`src/rtl/cskip_pkg.sv`:
```
`timescale 1ns/1ps
package cskip_pkg;
   localparam int unsigned DEF_WIDTH = 16;
   localparam int unsigned DEF_GROUP = 4;

   typedef enum logic {
      OP_ADD = 1'b0,
      OP_SUB = 1'b1
   } addsub_op_e;
endpackage

```
`src/rtl/cskip_cond.sv`:
```
`timescale 1ns/1ps
// Operand conditioning: selects the true or inverted subtrahend and the
// low-order carry for the chosen operation.
module cskip_cond
   import cskip_pkg::*;
#(
   parameter int unsigned WIDTH = DEF_WIDTH
) (
   input  logic [WIDTH-1:0] b_in,
   input  logic             sub_sel,
   input  logic             carry_in,
   output logic [WIDTH-1:0] b_eff,
   output logic             c_low
);
   addsub_op_e op;

   always_comb begin
      op = addsub_op_e'(sub_sel);
      unique case (op)
         OP_SUB: begin
            b_eff = ~b_in;
            c_low = 1'b1;
         end
         default: begin
            b_eff = b_in;
            c_low = carry_in;
         end
      endcase
   end
endmodule

```
`src/rtl/cskip_group.sv`:
```
`timescale 1ns/1ps
// One ripple group with a bypass mux on its carry-out.
module cskip_group
   import cskip_pkg::*;
#(
   parameter int unsigned GROUP = DEF_GROUP
) (
   input  logic [GROUP-1:0] x,
   input  logic [GROUP-1:0] y,
   input  logic             cin,
   output logic [GROUP-1:0] sum,
   output logic             cout
);
   logic [GROUP-1:0] gen;
   logic [GROUP-1:0] prop;
   logic [GROUP:0]   chain;
   logic             grp_prop;
   logic [GROUP:0]   sum_chk;

   always_comb begin
      gen      = x & y;
      prop     = x ^ y;
      chain[0] = cin;
      for (int i = 0; i < int'(GROUP); i++) begin
         chain[i+1] = gen[i] | (prop[i] & chain[i]);
      end
      sum      = prop ^ chain[GROUP-1:0];
      grp_prop = &prop;
      cout     = grp_prop ? cin : chain[GROUP];
   end

   // Arithmetic cross-check of the group's gate-level result.
   always_comb begin
      sum_chk = {1'b0, x} + {1'b0, y} + {{GROUP{1'b0}}, cin};
      assert_group_sum_R1: assert final ({cout, sum} == sum_chk)
         else $error("group sum/carry disagrees with arithmetic");
      // with every bit propagating, the ripple chain and the bypass agree.
      assert_bypass_R7: assert final (!grp_prop || (chain[GROUP] == cin))
         else $error("ripple carry differs from bypassed carry");
   end
endmodule

```
`src/rtl/cskip_addsub.sv`:
```
`timescale 1ns/1ps
// Single-level carry-skip adder/subtractor built from equal ripple groups.
module cskip_addsub
   import cskip_pkg::*;
#(
   parameter int unsigned WIDTH = DEF_WIDTH,
   parameter int unsigned GROUP = DEF_GROUP
) (
   input  logic [WIDTH-1:0] op_a,
   input  logic [WIDTH-1:0] op_b,
   input  logic             sub_sel,
   input  logic             carry_in,
   output logic [WIDTH-1:0] result,
   output logic             carry_out,
   output logic             ovf
);
   localparam int unsigned NGRP = (GROUP == 0) ? 1 : WIDTH / GROUP;
   localparam int unsigned MSB  = WIDTH - 1;

   // elaboration-time shape checks.
   generate
      if (GROUP == 0 || (WIDTH % GROUP) != 0) begin : g_bad_split
         $error("WIDTH must be a non-zero multiple of GROUP");
      end
   endgenerate

   logic [WIDTH-1:0] b_eff;
   logic [NGRP:0]    gcarry;
   logic             c_low;

   cskip_cond #(.WIDTH(WIDTH)) u_cond (
      .b_in     (op_b),
      .sub_sel  (sub_sel),
      .carry_in (carry_in),
      .b_eff    (b_eff),
      .c_low    (c_low)
   );

   assign gcarry[0] = c_low;

   generate
      for (genvar gi = 0; gi < int'(NGRP); gi++) begin : g_grp
         cskip_group #(.GROUP(GROUP)) u_grp (
            .x    (op_a [gi*GROUP +: GROUP]),
            .y    (b_eff[gi*GROUP +: GROUP]),
            .cin  (gcarry[gi]),
            .sum  (result[gi*GROUP +: GROUP]),
            .cout (gcarry[gi+1])
         );
      end
   endgenerate

   // Carry into the MSB is recovered from the MSB sum and propagate terms.
   always_comb begin
      carry_out = gcarry[NGRP];
      ovf       = (op_a[MSB] ^ b_eff[MSB] ^ result[MSB]) ^ gcarry[NGRP];
   end

   always_comb begin
      // subtraction forces the low carry and inverts the subtrahend.
      assert_sub_cond_R3: assert final (!sub_sel || (c_low && (b_eff == ~op_b)))
         else $error("subtract conditioning wrong");
      // sign rule on the conditioned operands.
      assert_ovf_sign_R4: assert final (ovf == ((op_a[MSB] == b_eff[MSB]) &&
                                               (result[MSB] != op_a[MSB])))
         else $error("overflow flag disagrees with sign rule");
      assert_add_total_R1: assert final (sub_sel ||
         ({carry_out, result} == ({1'b0, op_a} + {1'b0, op_b} + {{WIDTH{1'b0}}, carry_in})))
         else $error("add result wrong");
      assert_sub_total_R2: assert final (!sub_sel ||
         ({carry_out, result} == ({1'b0, op_a} + {1'b0, ~op_b} + {{WIDTH{1'b0}}, 1'b1})))
         else $error("subtract result wrong");
   end
endmodule

```
`config.mk`:
```
export PLATFORM = sky130hd
export DESIGN_NAME = cskip_addsub
export DESIGN_NICKNAME = d
export VERILOG_FILES = /design/src/rtl/cskip_pkg.sv /design/src/rtl/cskip_cond.sv /design/src/rtl/cskip_group.sv /design/src/rtl/cskip_addsub.sv
export SDC_FILE = /design/constraint.sdc
export NUM_CORES = 1
export LEC_CHECK = 0
export ABC_CLOCK_PERIOD_IN_PS = 12000
export BUFFER_PORTS_ARGS = -buffer_cell sky130_fd_sc_hd__buf_2
export CORE_MARGIN = 2
export CORE_UTILIZATION = 43
export DETAILED_ROUTE_END_ITERATION = 10
export PLACE_DENSITY = 0.76
export SLEW_MARGIN = 20
export SYNTH_ARGS = -nofsm -noshare
export SYNTH_HDL_FRONTEND = slang
export SYNTH_SLANG_ARGS = --single-unit
```
`constraint.sdc`:
```
create_clock -name vclk -period 12
set_clock_uncertainty 0.15 [all_clocks]
set_input_delay 1.8 -clock vclk [all_inputs]
set_output_delay 1.8 -clock vclk [all_outputs]
set_load 0.03 [all_outputs]
```
# Yosys cells after proc, flatten, opt, wreduce, memory -nomap -nowiden
# Index checks and enable logic that the tools add are counted.
dict set report classes {
  n_mux 6
  bitwise 48
  n_reduce_logical 4
}
# cell count
set op_table {}
lappend op_table {{4-bit bitwise XOR} 8}
lappend op_table {{1-bit AND} 16}
lappend op_table {{4-bit AND} 4}
lappend op_table {{16-bit two-way mux} 1}
lappend op_table {{16-bit NOT} 1}
lappend op_table {{1-bit bitwise OR} 16}
lappend op_table {{4-bit AND reduction} 4}
lappend op_table {{1-bit two-way mux} 5}
lappend op_table {{1-bit bitwise XOR} 3}
dict set report totals {
  reg_bits 0
  input_bits 34
  out_inout_bits 18
  word_cells 58
}

# Depth between registers and ports, before layout
# Gate-level depths: netlist (run 1).
dict set report depth {
  word_depth 40
  ltp_mapped 29
}

# By module
# A second synthesis (run 1) with hierarchy kept.
dict set report unflattened {
  cells_unflattened 98
  area_unflattened_um2 924.6
}
# module instances cells_each area_each_um2
set by_module_without_submodules {}
lappend by_module_without_submodules {cskip_group 4 19 180.2}
lappend by_module_without_submodules {cskip_cond 1 19 177.7}
lappend by_module_without_submodules {cskip_addsub 1 3 26.3}

# Least setup slack after synthesis (run 1)
# No wires, ideal clock.
dict set report synth_timing {
  path_type {input-to-output}
  startpoint {input sub_sel}
  endpoint {output ovf}
  t_arrival_ns 10.146
  slack_ns -0.096
  stages 28
  n_path_buf 2
  path_cell_list {buf_6 > buf_2 > xor2_1 > inv_1 > fa_1 > fa_1 > fa_1 > fa_1 > mux2_4 > fa_1 > fa_1 > fa_1 > fa_1 > a41oi_1 > nor2_1 > fa_1 > fa_1 > fa_1 > fa_1 > nand2_1 > nand2_1 > fa_1 > fa_1 > fa_1 > inv_1 > fa_1 > xor2_1 > xnor2_1}
}
dict set report synth_via {
  elab_cells_between_ends 54
}
# item line
set synth_lines {}
lappend synth_lines {{start, declared} cskip_addsub.sv:11} ;# input logic sub_sel,
lappend synth_lines {{16-bit two-way mux} cskip_cond.sv:19} ;# unique case (op)
lappend synth_lines {{4-bit bitwise XOR} cskip_group.sv:22} ;# prop = x ^ y;
lappend synth_lines {{1-bit AND} cskip_group.sv:25} ;# chain[i+1] = gen[i] | (prop[i] & chain[i]);
lappend synth_lines {{1-bit bitwise OR} cskip_group.sv:25}
lappend synth_lines {{1-bit AND} cskip_group.sv:25}
lappend synth_lines {{1-bit bitwise OR} cskip_group.sv:25}
lappend synth_lines {{1-bit AND} cskip_group.sv:25}
lappend synth_lines {{1-bit bitwise OR} cskip_group.sv:25}
lappend synth_lines {{[... 22 more ...]} --}
lappend synth_lines {{1-bit bitwise OR} cskip_group.sv:25}
lappend synth_lines {{1-bit AND} cskip_group.sv:25}
lappend synth_lines {{1-bit bitwise OR} cskip_group.sv:25}
lappend synth_lines {{1-bit AND} cskip_group.sv:25}
lappend synth_lines {{1-bit bitwise OR} cskip_group.sv:25}
lappend synth_lines {{4-bit bitwise XOR (*)} cskip_group.sv:27} ;# sum = prop ^ chain[GROUP-1:0];
lappend synth_lines {{named net result[15]} cskip_addsub.sv:13} ;# output logic [WIDTH-1:0] result,
lappend synth_lines {{1-bit bitwise XOR (*) (2 in a row)} cskip_addsub.sv:56} ;# ovf = (op_a[MSB] ^ b_eff[MSB] ^ result[MSB]) ^ gcarry[NGRP];
lappend synth_lines {{end, declared} cskip_addsub.sv:15} ;# output logic ovf
# The timed path passes the listed nets; every way through them passes the cells marked *.

# Worst setup path in the final report (run 1)
dict set report layout_timing {
  startpoint {input sub_sel}
  endpoint {output ovf}
}
dict set report layout_via {
  elab_chain_len 39
  elab_cells_between_ends 54
}
# item line
set layout_rtl {}
lappend layout_rtl {{16-bit two-way mux} cskip_cond.sv:19}
lappend layout_rtl {{4-bit bitwise XOR} cskip_group.sv:22}
lappend layout_rtl {{1-bit AND} cskip_group.sv:25}
lappend layout_rtl {{1-bit bitwise OR} cskip_group.sv:25}
lappend layout_rtl {{1-bit AND} cskip_group.sv:25}
lappend layout_rtl {{1-bit bitwise OR} cskip_group.sv:25}
lappend layout_rtl {{1-bit AND} cskip_group.sv:25}
lappend layout_rtl {{1-bit bitwise OR} cskip_group.sv:25}
lappend layout_rtl {{[... 23 more ...]} --}
lappend layout_rtl {{1-bit AND} cskip_group.sv:25}
lappend layout_rtl {{1-bit bitwise OR} cskip_group.sv:25}
lappend layout_rtl {{1-bit AND} cskip_group.sv:25}
lappend layout_rtl {{1-bit bitwise OR} cskip_group.sv:25}
lappend layout_rtl {{1-bit AND} cskip_group.sv:25}
lappend layout_rtl {{1-bit bitwise OR} cskip_group.sv:25}
lappend layout_rtl {{1-bit two-way mux} cskip_group.sv:29} ;# cout = grp_prop ? cin : chain[GROUP];
lappend layout_rtl {{1-bit bitwise XOR (*)} cskip_addsub.sv:56}
# Mark *: on every way between the ends. The rest lies on a longest branch, timed or not.

==> reports/qor.csv, run 1 <==
stage;metric;value;unit
timing;final setup fails;0;
drt;vias per std cell;4.29;
critical_path;CP Launch Type;input pin;
critical_path;CP max stage cell;fa_1;
timing;part of the cycle the worst path needs;97.4;%
finish;Seq cells;0;
drt;Vias;836;
global_routing;largest net degree at the start of global routing;13;
critical_path;WP data arrival;9.74;ns
yosys;Syn Nets;181;
clock_network;CTS Hold Buffers Added;0;
drt;DRT Pass-1 Iters;4;
global_routing;initial antenna violation count;0;
global_routing;first-pass GRT wire length;3550;um
critical_path;family with the most delay on the worst path;adder cells;
timing;Max Freq;85.5;MHz
power;Leak Pwr;0.831;nW
hold_path;min-delay worst type;input pin to output pin;
critical_path;CP Data Required Time;10.05;ns
finish;Antenna diodes;0;
critical_path;Crit path top cell by count;fa_1;
finish;Area Growth Syn to Fin;34.1;%
yosys;Yosys warnings;0;
die;Core ar.;2170;um^2
finish;Filler cells;209;
global_routing;gr ovfl total;0;
critical_path;Max stage delay on crit path;0.46;ns
hold_path;hold_sp;op_a[4];
critical_path;instance count on the critical path;28;
power;total power;127;uW
run;Max-cap violations;0;
finish;clock buffer count;0;
drt;First DRT Iteration DRCs;3;
placed_design;port bufs;52;
die;die height;51.6;um
timing;min Tclk post-route;11.69;ns
die;Site Rows;17;
yosys;Post-Synthesis Cells;115;
drt;residual DRC count;0;
timing;Final Slew Violations;0;
power;pwr dens;97.6;nW/um^2
hold_path;hold endpoint;result[4];
critical_path;Bufs and invs on worst path;4;
yosys;Post-Syn Area;973;um^2
placed_design;routability congestion estimate;0.722;
yosys;Synth cell types;16;
timing;setup_tns;0;ns
drt;WL/cell;11.0;um
finish;commonest non-fill, non-tap cell in the layout;buf_2;
yosys;sequential cell area fraction in the yosys report;0;%
hold_path;worst hold path depth;5;
die;Initial Utilization;44.9;%
drt;routed wire length;2140;um
drt;Final ANT Viol Nets;0;
die;die width;51.6;um
finish;register area;0;um^2
yosys;Mapped Avg Cell Area;8.46;um^2
finish;most frequent cells in the layout;buf_2 (51), inv_1 (47), ha_1 (16), xor2_1 (15), fa_1 (14);
run_status;outcome;finished, final reports clean;
finish;area of the multi-input gates;816;um^2
global_routing;vias in the first global route;889;
timing;Slew HR;84.1;%
finish;layout cells sized above 1;38.3;%
power;VDD IR max;0.0000578;V
placed_design;hpwl dp;1960;um
die;die area;2660;um^2
timing;Hold Fails Final Rpt;0;
critical_path;Setup CP Type;input pin to output pin;
finish;Final #Nets;235;
global_routing;total track usage;17.2;%
critical_path;Critical Path Fanout Max;3;
critical_path;CP Capture Type;output pin;
finish;Finished Core Util;60.1;%
die;Ports;52;
timing;worst slew pin tran;0.238;ns
[Yosys cell counts, drive strengths merged]
cell type  count  area share (%)
inv           47              18
a21oi          1            0.51
nor2           4             1.8
fa            16              33
buf            2             1.7
o21ai          1            0.90
a21boi         1             1.2
xnor2          1            0.90
ha            16              21
nand4          4             2.6
xor2          17              15
a41oi          1            0.90
mux2           1             1.5
nand2          3             1.2
[logic make-up (layout without fill, tap and decap cells)]
family                     after synthesis  in the layout  synth area share (%)
and+or+nand+nor                         11             11                  5.53
muxes                                    1              1                  1.54
adders and majority gates               32             32                  53.5
buffers and inverters                   49            101                  19.8
xor gates and xnor gates                18             18                  16.2
AOI/OAI and AO/OA                        4              4                  3.47
[through the flow]
stage / instances / setup WS [ns] / instance area, um^2 / hold WS, ns
4_1_cts: 195 / 0.127 / 1270 / 3.97
3_5_place_dp: 195 / 0.125 / 1270 / 3.97
5_1_grt: 195 / -0.0146 / 1310 / 4.02
2_1_floorplan: 115 / 0.0785 / 981 / 3.79
3_3_place_gp: 195 / 0.339 / 1270 / 3.96
6_report: 195 / 0.308 / 1310 / 3.98
[worst min-delay path: cells and delay by family]
family                     cells  cell delay [ns]
adders and majority gates      1             0.16
buffers and inverters          4             0.37
[routing by layer]
| layer | global-route usage, % | part of all wire (%) | wire (um) |
|---|---|---|---|
| met4 | 1.32 | 0.75 | 16 |
| met5 | 0 | 0 | 0 |
| met3 | 1.44 | 5.6 | 120 |
| met1 | 19.2 | 36 | 766 |
| met2 | 35.9 | 58 | 1240 |
[power breakdown]
group	switching (mW)	internal (mW)	total, mW	leakage (nW)
sequential	0	0	0	0
clock	0	0	0	0
combinational	0.0828	0.0446	0.127	0.831
total	0.0828	0.0446	0.127	0.831
[worst max-delay path by stage]
stage	startpoint	endpoint	slack, ns
finish	sub_sel	ovf	0.31
global route	sub_sel	ovf	-0.01
CTS	sub_sel	ovf	0.13
detailed placement	sub_sel	ovf	0.13
global placement	sub_sel	ovf	0.34
floorplan	sub_sel	ovf	0.08
[cell type report]
type	count	area share (%)
multi-input combinational	66	62.5
timing repair buffer	54	21.3
inverter	47	13.5
tap	28	2.68
[timing repair]
action	in CTS	in global routing
endpoints found under the setup margin	0	1
setup buffers	0	0
resized for setup	0	7
Note: power is estimated with default switching activity, not from simulation.
==> inputs of run 2 (changes only) <==
--- a/config.mk
+++ b/config.mk
@@ -5,12 +5,13 @@
 export SDC_FILE = /design/constraint.sdc
 export NUM_CORES = 1
 export LEC_CHECK = 0
+export ABC_AREA = 1
 export ABC_CLOCK_PERIOD_IN_PS = 12000
-export BUFFER_PORTS_ARGS = -buffer_cell sky130_fd_sc_hd__buf_2
 export CORE_MARGIN = 2
-export CORE_UTILIZATION = 43
+export CORE_UTILIZATION = 45
 export DETAILED_ROUTE_END_ITERATION = 10
-export PLACE_DENSITY = 0.76
+export DONT_BUFFER_PORTS = 1
+export PLACE_DENSITY = 0.58
 export SLEW_MARGIN = 20
 export SYNTH_ARGS = -nofsm -noshare
 export SYNTH_HDL_FRONTEND = slang
==> run 2 against run 1 <==
- combinational power fell by 13%
- routed wire length fell by 17%
- power fell by 13%
- sequential cell count did not move
- first-iteration DRC count rose by 100%
- die area rose by 16%
- critical path type unchanged
- maximum frequency rose by 0.83%
- setup slack improved by 0.097 ns
- via count fell by 13%
- global-route usage fell by 4.5 points
- largest power group unchanged
- area after synthesis rose by 22%
==> reports/qor.csv, run 2 <==
stage;metric;value;unit;change
run_status;outcome;finished, final reports clean;;unchanged
die;die height;55.5;um;was 51.6 um
power;pwr dens;90.8;nW/um^2;was 97.6 nW/um^2
finish;most frequent cells in the layout;inv_1 (43), fa_1 (16), ha_1 (16), xnor2_2 (10);;was buf_2 (51), inv_1 (47), ha_1 (16), xor2_1 (15), fa_1 (14)
drt;routed wire length;1770;um;was 2140 um
drt;Top Metal Used;met3;;was met4
finish;Antenna diodes;0;;unchanged
timing;min Tclk post-route;11.60;ns;was 11.69 ns
placed_design;port bufs;0;;was 52
clock_network;post_cts resized;0;;unchanged
timing;part of the cycle the worst path needs;96.6;%;was 97.4%
placed_design;post-placement setup slack;0.223;ns;was 0.125 ns
die;Core ar.;2500;um^2;was 2170 um^2
global_routing;first-pass GRT wire length;3350;um;was 3550 um
power;Pint;31.9;uW;was 44.6 uW
global_routing;initial antenna violation count;0;;unchanged
power;VDD IR max;0.0000596;V;was 0.0000578 V
global_routing;total track usage;12.7;%;was 17.2%
critical_path;WP data arrival;9.65;ns;was 9.74 ns
yosys;largest cells by area after synthesis;fa_1 (27%), ha_1 (17%), inv_1 (14%);;was fa_1 (33%), ha_1 (21%), inv_1 (18%)
power;Leak Pwr;0.685;nW;was 0.831 nW
clock_network;CTS Hold Buffers Added;0;;unchanged
run;Max-cap violations;0;;unchanged
power;Net Sw Frac;71.1;%;was 65.0%
drt;met2 wire len;932;um;was 1240 um
yosys;Post-Syn Area;1190;um^2;was 973 um^2
timing;RSZ-0062 raised after global routing;no;;
yosys;Syn Nets;200;;was 181
timing;setup_tns;0;ns;unchanged
power;Clk pwr share;0;%;about the same
timing;Max Freq;86.2;MHz;was 85.5 MHz
die;die area;3070;um^2;was 2660 um^2
finish;commonest non-fill, non-tap cell in the layout;inv_1;;was buf_2
critical_path;Critical Path Fanout Max;17;;was 3
power;Switching Power;78.5;uW;was 82.8 uW
critical_path;Setup CP Type;input pin to output pin;;unchanged
die;die width;55.5;um;was 51.6 um
timing;slack of the critical path;0.405;ns;was 0.308 ns
power;Flop pwr share;0;%;about the same
finish;Seq cells;0;;unchanged
hold_path;min-delay worst type;input pin to output pin;;unchanged
drt;residual DRC count;0;;unchanged
drt;WL/cell;10.9;um;was 11.0 um
timing;Slew HR;79.9;%;was 84.1%
hold_path;worst hold path depth;3;;was 5
global_routing;largest net degree at the start of global routing;18;;was 13
yosys;count leader, synth;inv_1;;unchanged
placed_design;routability congestion estimate;0.702;;was 0.722
critical_path;CP Launch Type;input pin;;unchanged
timing;Hold Fails Final Rpt;0;;unchanged
finish;Finished Core Util;48.6;%;was 60.1%
timing;Final Slew Violations;0;;unchanged
timing;WHS;3.79;ns;was 3.98 ns
drt;metal3 WL;139;um;was 120 um
drt;vias per std cell;4.45;;was 4.29
finish;layout cells sized above 1;27.1;%;was 38.3%
yosys;Synth cell types;21;;was 16
drt;DRT Pass-1 Iters;4;;unchanged
global_routing;gr ovfl total;0;;unchanged
drt;First DRT Iteration DRCs;6;;was 3
drt;Vias;726;;was 836
yosys;synth cell count leaders;inv_1 (43), fa_1 (16), ha_1 (16), nand2_1 (9), xnor2_2 (9);;was inv_1 (47), xor2_1 (17), fa_1 (16), ha_1 (16), nand4_1 (4)
power;Gate power share;100.0;%;about the same
critical_path;CP Data Required Time;10.05;ns;about the same
placed_design;hpwl dp;1690;um;was 1960 um
finish;register area;0;um^2;unchanged
finish;Area Growth Syn to Fin;2.00;%;was 34.1%
yosys;area leader, netlist;fa_1;;unchanged
timing;final setup fails;0;;unchanged
drt;metal1 wirelength;700;um;was 766 um
timing;worst slew pin tran;0.301;ns;was 0.238 ns
yosys;Yosys warnings;0;;unchanged
die;Ports;52;;unchanged
die;Site Rows;18;;was 17
critical_path;CP Capture Type;output pin;;unchanged
yosys;sequential cell area fraction in the yosys report;0;%;unchanged
clock_network;setup bufs post-CTS;0;;unchanged
finish;clock buffer count;0;;unchanged
drt;Final ANT Viol Nets;0;;unchanged
finish;Final #Nets;201;;was 235
yosys;Post-Synthesis Cells;134;;was 115
yosys;top cell type's share of synthesized area;26.9;%;was 32.9%
yosys;Mapped Avg Cell Area;8.89;um^2;was 8.46 um^2
die;Initial Utilization;47.6;%;was 44.9%
global_routing;vias in the first global route;824;;was 889
-- run 2: power groups by stage --
| stage | registers, mW | logic (mW) | clock network, mW |
|---|---|---|---|
| after floorplan | 0 | 0.0995 | 0 |
| after global placement | 0 | 0.108 | 0 |
| after detailed placement | 0 | 0.110 | 0 |
| after CTS | 0 | 0.110 | 0 |
| after global routing | 0 | 0.123 | 0 |
| final | 0 | 0.110 | 0 |
-- run 2: through the flow --
stage	instances	total power [mW]	instance area [um^2]
6_report	163	0.110	1210
5_1_grt	163	0.123	1210
4_1_cts	163	0.110	1200
3_5_place_dp	163	0.110	1200
3_3_place_gp	163	0.108	1200
2_1_floorplan	134	0.0995	1190
-- run 2: cells by family (layout without fill, tap and decap cells) --
kind of cell / count (synthesis) / in the layout / share of synthesized area, %
AOI/OAI and AO/OA: 4 / 4 / 1.89
xor gates and xnor gates: 17 / 17 / 18.2
adders and majority gates: 32 / 32 / 43.7
buffers and inverters: 51 / 50 / 18.1
and+or+nand+nor: 30 / 30 / 18.2
-- run 2: final timing paths --
| path | start | to |
|---|---|---|
| setup / recovery | sub_sel | ovf |
| hold / removal | op_a[1] | result[1] |
-- run 2: cell type report --
class / instances / area (um^2)
tap: 30 / 37.5
multi-input combinational: 83 / 986
fill: 244 / 1280
inverter: 49 / 184
timing repair buffer: 1 / 7.51
-- run 2: per-layer routing --
| metal | vias up | track usage [%] |
|---|---|---|
| met2 | 32 | 23.3 |
| li1 | 364 | - |
| met1 | 330 | 16.9 |
| met5 | - | 0 |
| met4 | 0 | 0 |
| met3 | 0 | 1.41 |
-- run 2: worst max-delay path, cell delays in order --
cell	delay (ns)
xnor2_2	0.14
fa_1	0.38
fa_1	0.39
fa_1	0.39
fa_1	0.38
o21ai_1	0.13
nand2_1	0.11
fa_1	0.42
fa_1	0.40
fa_1	0.42
fa_1	0.40
o21ai_1	0.13
nand2_1	0.12
fa_1	0.42
fa_1	0.41
fa_1	0.40
fa_1	0.38
o21ai_0	0.14
nand2_1	0.13
fa_1	0.39
fa_1	0.39
fa_1	0.36
inv_1	0.08
fa_1	0.46
xnor2_2	0.17
inv_1	0.07
nand3_2	0.07
nand2_2	0.15
==> inputs of run 3 (changes only) <==
--- a/config.mk
+++ b/config.mk
@@ -6,12 +6,12 @@
 export NUM_CORES = 1
 export LEC_CHECK = 0
 export ABC_AREA = 1
-export ABC_CLOCK_PERIOD_IN_PS = 12000
+export ABC_CLOCK_PERIOD_IN_PS = 14900
 export CORE_MARGIN = 2
 export CORE_UTILIZATION = 45
 export DETAILED_ROUTE_END_ITERATION = 10
 export DONT_BUFFER_PORTS = 1
-export PLACE_DENSITY = 0.58
+export PLACE_DENSITY = 0.56
 export SLEW_MARGIN = 20
 export SYNTH_ARGS = -nofsm -noshare
 export SYNTH_HDL_FRONTEND = slang
==> constraint.sdc (replaced) <==
create_clock -name vclk -period 14.9
set_clock_uncertainty 0.15 [all_clocks]
set_input_delay 2.235 -clock vclk [all_inputs]
set_output_delay 2.235 -clock vclk [all_outputs]
set_load 0.1 [all_outputs]
==> run 3 against run 2 <==
- non-clock buffer count is 1 lower
- critical path depth is 1 lower
- combinational power is 55% higher
- via count is 0.28% lower
- critical endpoint unchanged
- largest power group unchanged
==> reports/qor.csv, run 3 (synthesis results as in run 2) <==
stage;metric;value;unit;change
clock_network;post_cts resized;0;;unchanged
power;Clk pwr share;0;%;about the same
critical_path;Critical Path Fanout Max;17;;unchanged
critical_path;CP Capture Type;output pin;;unchanged
die;Initial Utilization;47.6;%;unchanged
finish;Filler cells;265;;was 244
timing;part of the cycle the worst path needs;90.6;%;
global_routing;initial antenna violation count;0;;unchanged
power;Leak Pwr;0.675;nW;was 0.685 nW
placed_design;DP Area;1200;um^2;about the same
finish;layout cells sized above 1;25.0;%;was 27.1%
die;Core ar.;2500;um^2;unchanged
power;Net Sw Frac;86.1;%;was 71.1%
drt;Top Metal Used;met3;;unchanged
hold_path;min-delay worst type;input pin to output pin;;unchanged
finish;Antenna diodes;0;;unchanged
critical_path;CP max stage cell;fa_1;;unchanged
critical_path;Crit path top cell by count;fa_1;;unchanged
power;VDD IR max;0.0000986;V;was 0.0000596 V
finish;most frequent cells in the layout;inv_1 (43), fa_1 (16), ha_1 (16), xnor2_2 (9), nand2_1 (9);;was inv_1 (43), fa_1 (16), ha_1 (16), xnor2_2 (10)
timing;final setup fails;0;;unchanged
clock_network;CTS Hold Buffers Added;0;;unchanged
die;die area;3070;um^2;unchanged
run_status;outcome;finished, final reports clean;;unchanged
global_routing;largest net degree at the start of global routing;18;;unchanged
power;pwr dens;142;nW/um^2;was 90.8 nW/um^2
drt;metal1 wirelength;692;um;was 700 um
drt;routed wire length;1690;um;was 1770 um
timing;Max Freq;74.1;MHz;
drt;WL/cell;10.4;um;was 10.9 um
drt;met2 wire len;900;um;was 932 um
drt;First DRT Iteration DRCs;11;;was 6
drt;Final ANT Viol Nets;0;;unchanged
placed_design;hpwl dp;1640;um;was 1690 um
drt;vias per std cell;4.47;;was 4.45
placed_design;port bufs;0;;unchanged
drt;residual DRC count;0;;unchanged
placed_design;DP Cell Count;162;;was 163
critical_path;CP Launch Type;input pin;;unchanged
finish;Final Instance Area;1200;um^2;was 1210 um^2
power;Flop pwr share;0;%;about the same
run;Max-cap violations;0;;unchanged
timing;Slew HR;31.8;%;was 79.9%
critical_path;WP data arrival;11.11;ns;was 9.65 ns
critical_path;CP Data Required Time;12.52;ns;was 10.05 ns
power;Pint;23.7;uW;was 31.9 uW
timing;Hold Fails Final Rpt;0;;unchanged
drt;Vias;724;;was 726
finish;clock buffer count;0;;unchanged
critical_path;Setup CP Type;input pin to output pin;;unchanged
finish;Final #Nets;200;;was 201
power;Gate power share;100.0;%;about the same
placed_design;routability congestion estimate;0.696;;was 0.702
global_routing;first-pass GRT wire length;3050;um;was 3350 um
finish;Area Growth Syn to Fin;0.525;%;was 2.00%
die;Site Rows;18;;unchanged
power;Switching Power;147;uW;was 78.5 uW
hold_path;worst hold path depth;3;;unchanged
timing;RSZ-0062 raised after global routing;no;;unchanged
drt;metal3 WL;95;um;was 139 um
die;die height;55.5;um;unchanged
timing;setup_tns;0;ns;unchanged
die;Ports;52;;unchanged
global_routing;vias in the first global route;777;;was 824
die;die width;55.5;um;unchanged
finish;Seq cells;0;;unchanged
finish;commonest non-fill, non-tap cell in the layout;inv_1;;unchanged
global_routing;gr ovfl total;0;;unchanged
clock_network;setup bufs post-CTS;0;;unchanged
critical_path;Max stage delay on crit path;0.80;ns;was 0.46 ns
global_routing;total track usage;11.5;%;was 12.7%
timing;min Tclk post-route;13.50;ns;
finish;register area;0;um^2;unchanged
timing;Final Slew Violations;0;;unchanged
finish;Finished Core Util;47.9;%;was 48.6%
finish;Final Instance Count excl. Fillers;162;;was 163
timing;worst slew pin tran;1.02;ns;was 0.301 ns
drt;DRT Pass-1 Iters;2;;was 4
run 3: cell types whose count changed in the layout (fill, tap and decap cells not counted):
cell / before / now
xnor2_1: 6 / 7
nand2_2: 6 / 5
buf_4: 1 / 0
xnor2_2: 10 / 9
nand2_1: 8 / 9
run 3: per-layer routing:
| layer | GRT usage (%) | up-vias |
|---|---|---|
| met4 | 0 | 0 |
| met1 | 15.6 | 334 |
| met2 | 21.4 | 28 |
| met5 | 0 | - |
| met3 | 0.703 | 0 |
| li1 | - | 362 |
run 3: cell type report:
type	instances	area, um^2	area share, %
inverters	49	184	15.4
multi-input cells	83	976	81.5
well taps	30	37.5	3.13
run 3: final timing paths:
path | slack [ns] | endpoint | start
setup / recovery | 1.40 | ovf | sub_sel
hold / removal | 4.90 | result[13] | op_a[13]
run 3: worst max-delay path, delay by kind of cell:
kind	cells	cell delay, ns
buffers and inverters	1	0.07
AND/OR/NAND/NOR	5	1.13
XOR/XNOR	2	0.55
adder cells (fa/ha/maj)	16	6.72
AO/OA/AOI/OAI	3	0.39
run 3: power by group through the flow:
| stage | sequential, mW | clock (mW) | combinational [mW] |
|---|---|---|---|
| after global routing | 0 | 0 | 0.180 |
| after detailed placement | 0 | 0 | 0.172 |
| final | 0 | 0 | 0.170 |
| after floorplan | 0 | 0 | 0.165 |
| after CTS | 0 | 0 | 0.172 |
| after global placement | 0 | 0 | 0.171 |
run 3: through the flow:
| step | worst slack, ns | hold slack (ns) | total power [mW] |
|---|---|---|---|
| after floorplan | 1.51 | 4.89 | 0.165 |
| after global placement | 1.46 | 4.90 | 0.171 |
| after detailed placement | 1.36 | 4.90 | 0.172 |
| after CTS | 1.33 | 4.90 | 0.172 |
| after global routing | 0.955 | 4.92 | 0.180 |
| final | 1.40 | 4.90 | 0.170 |
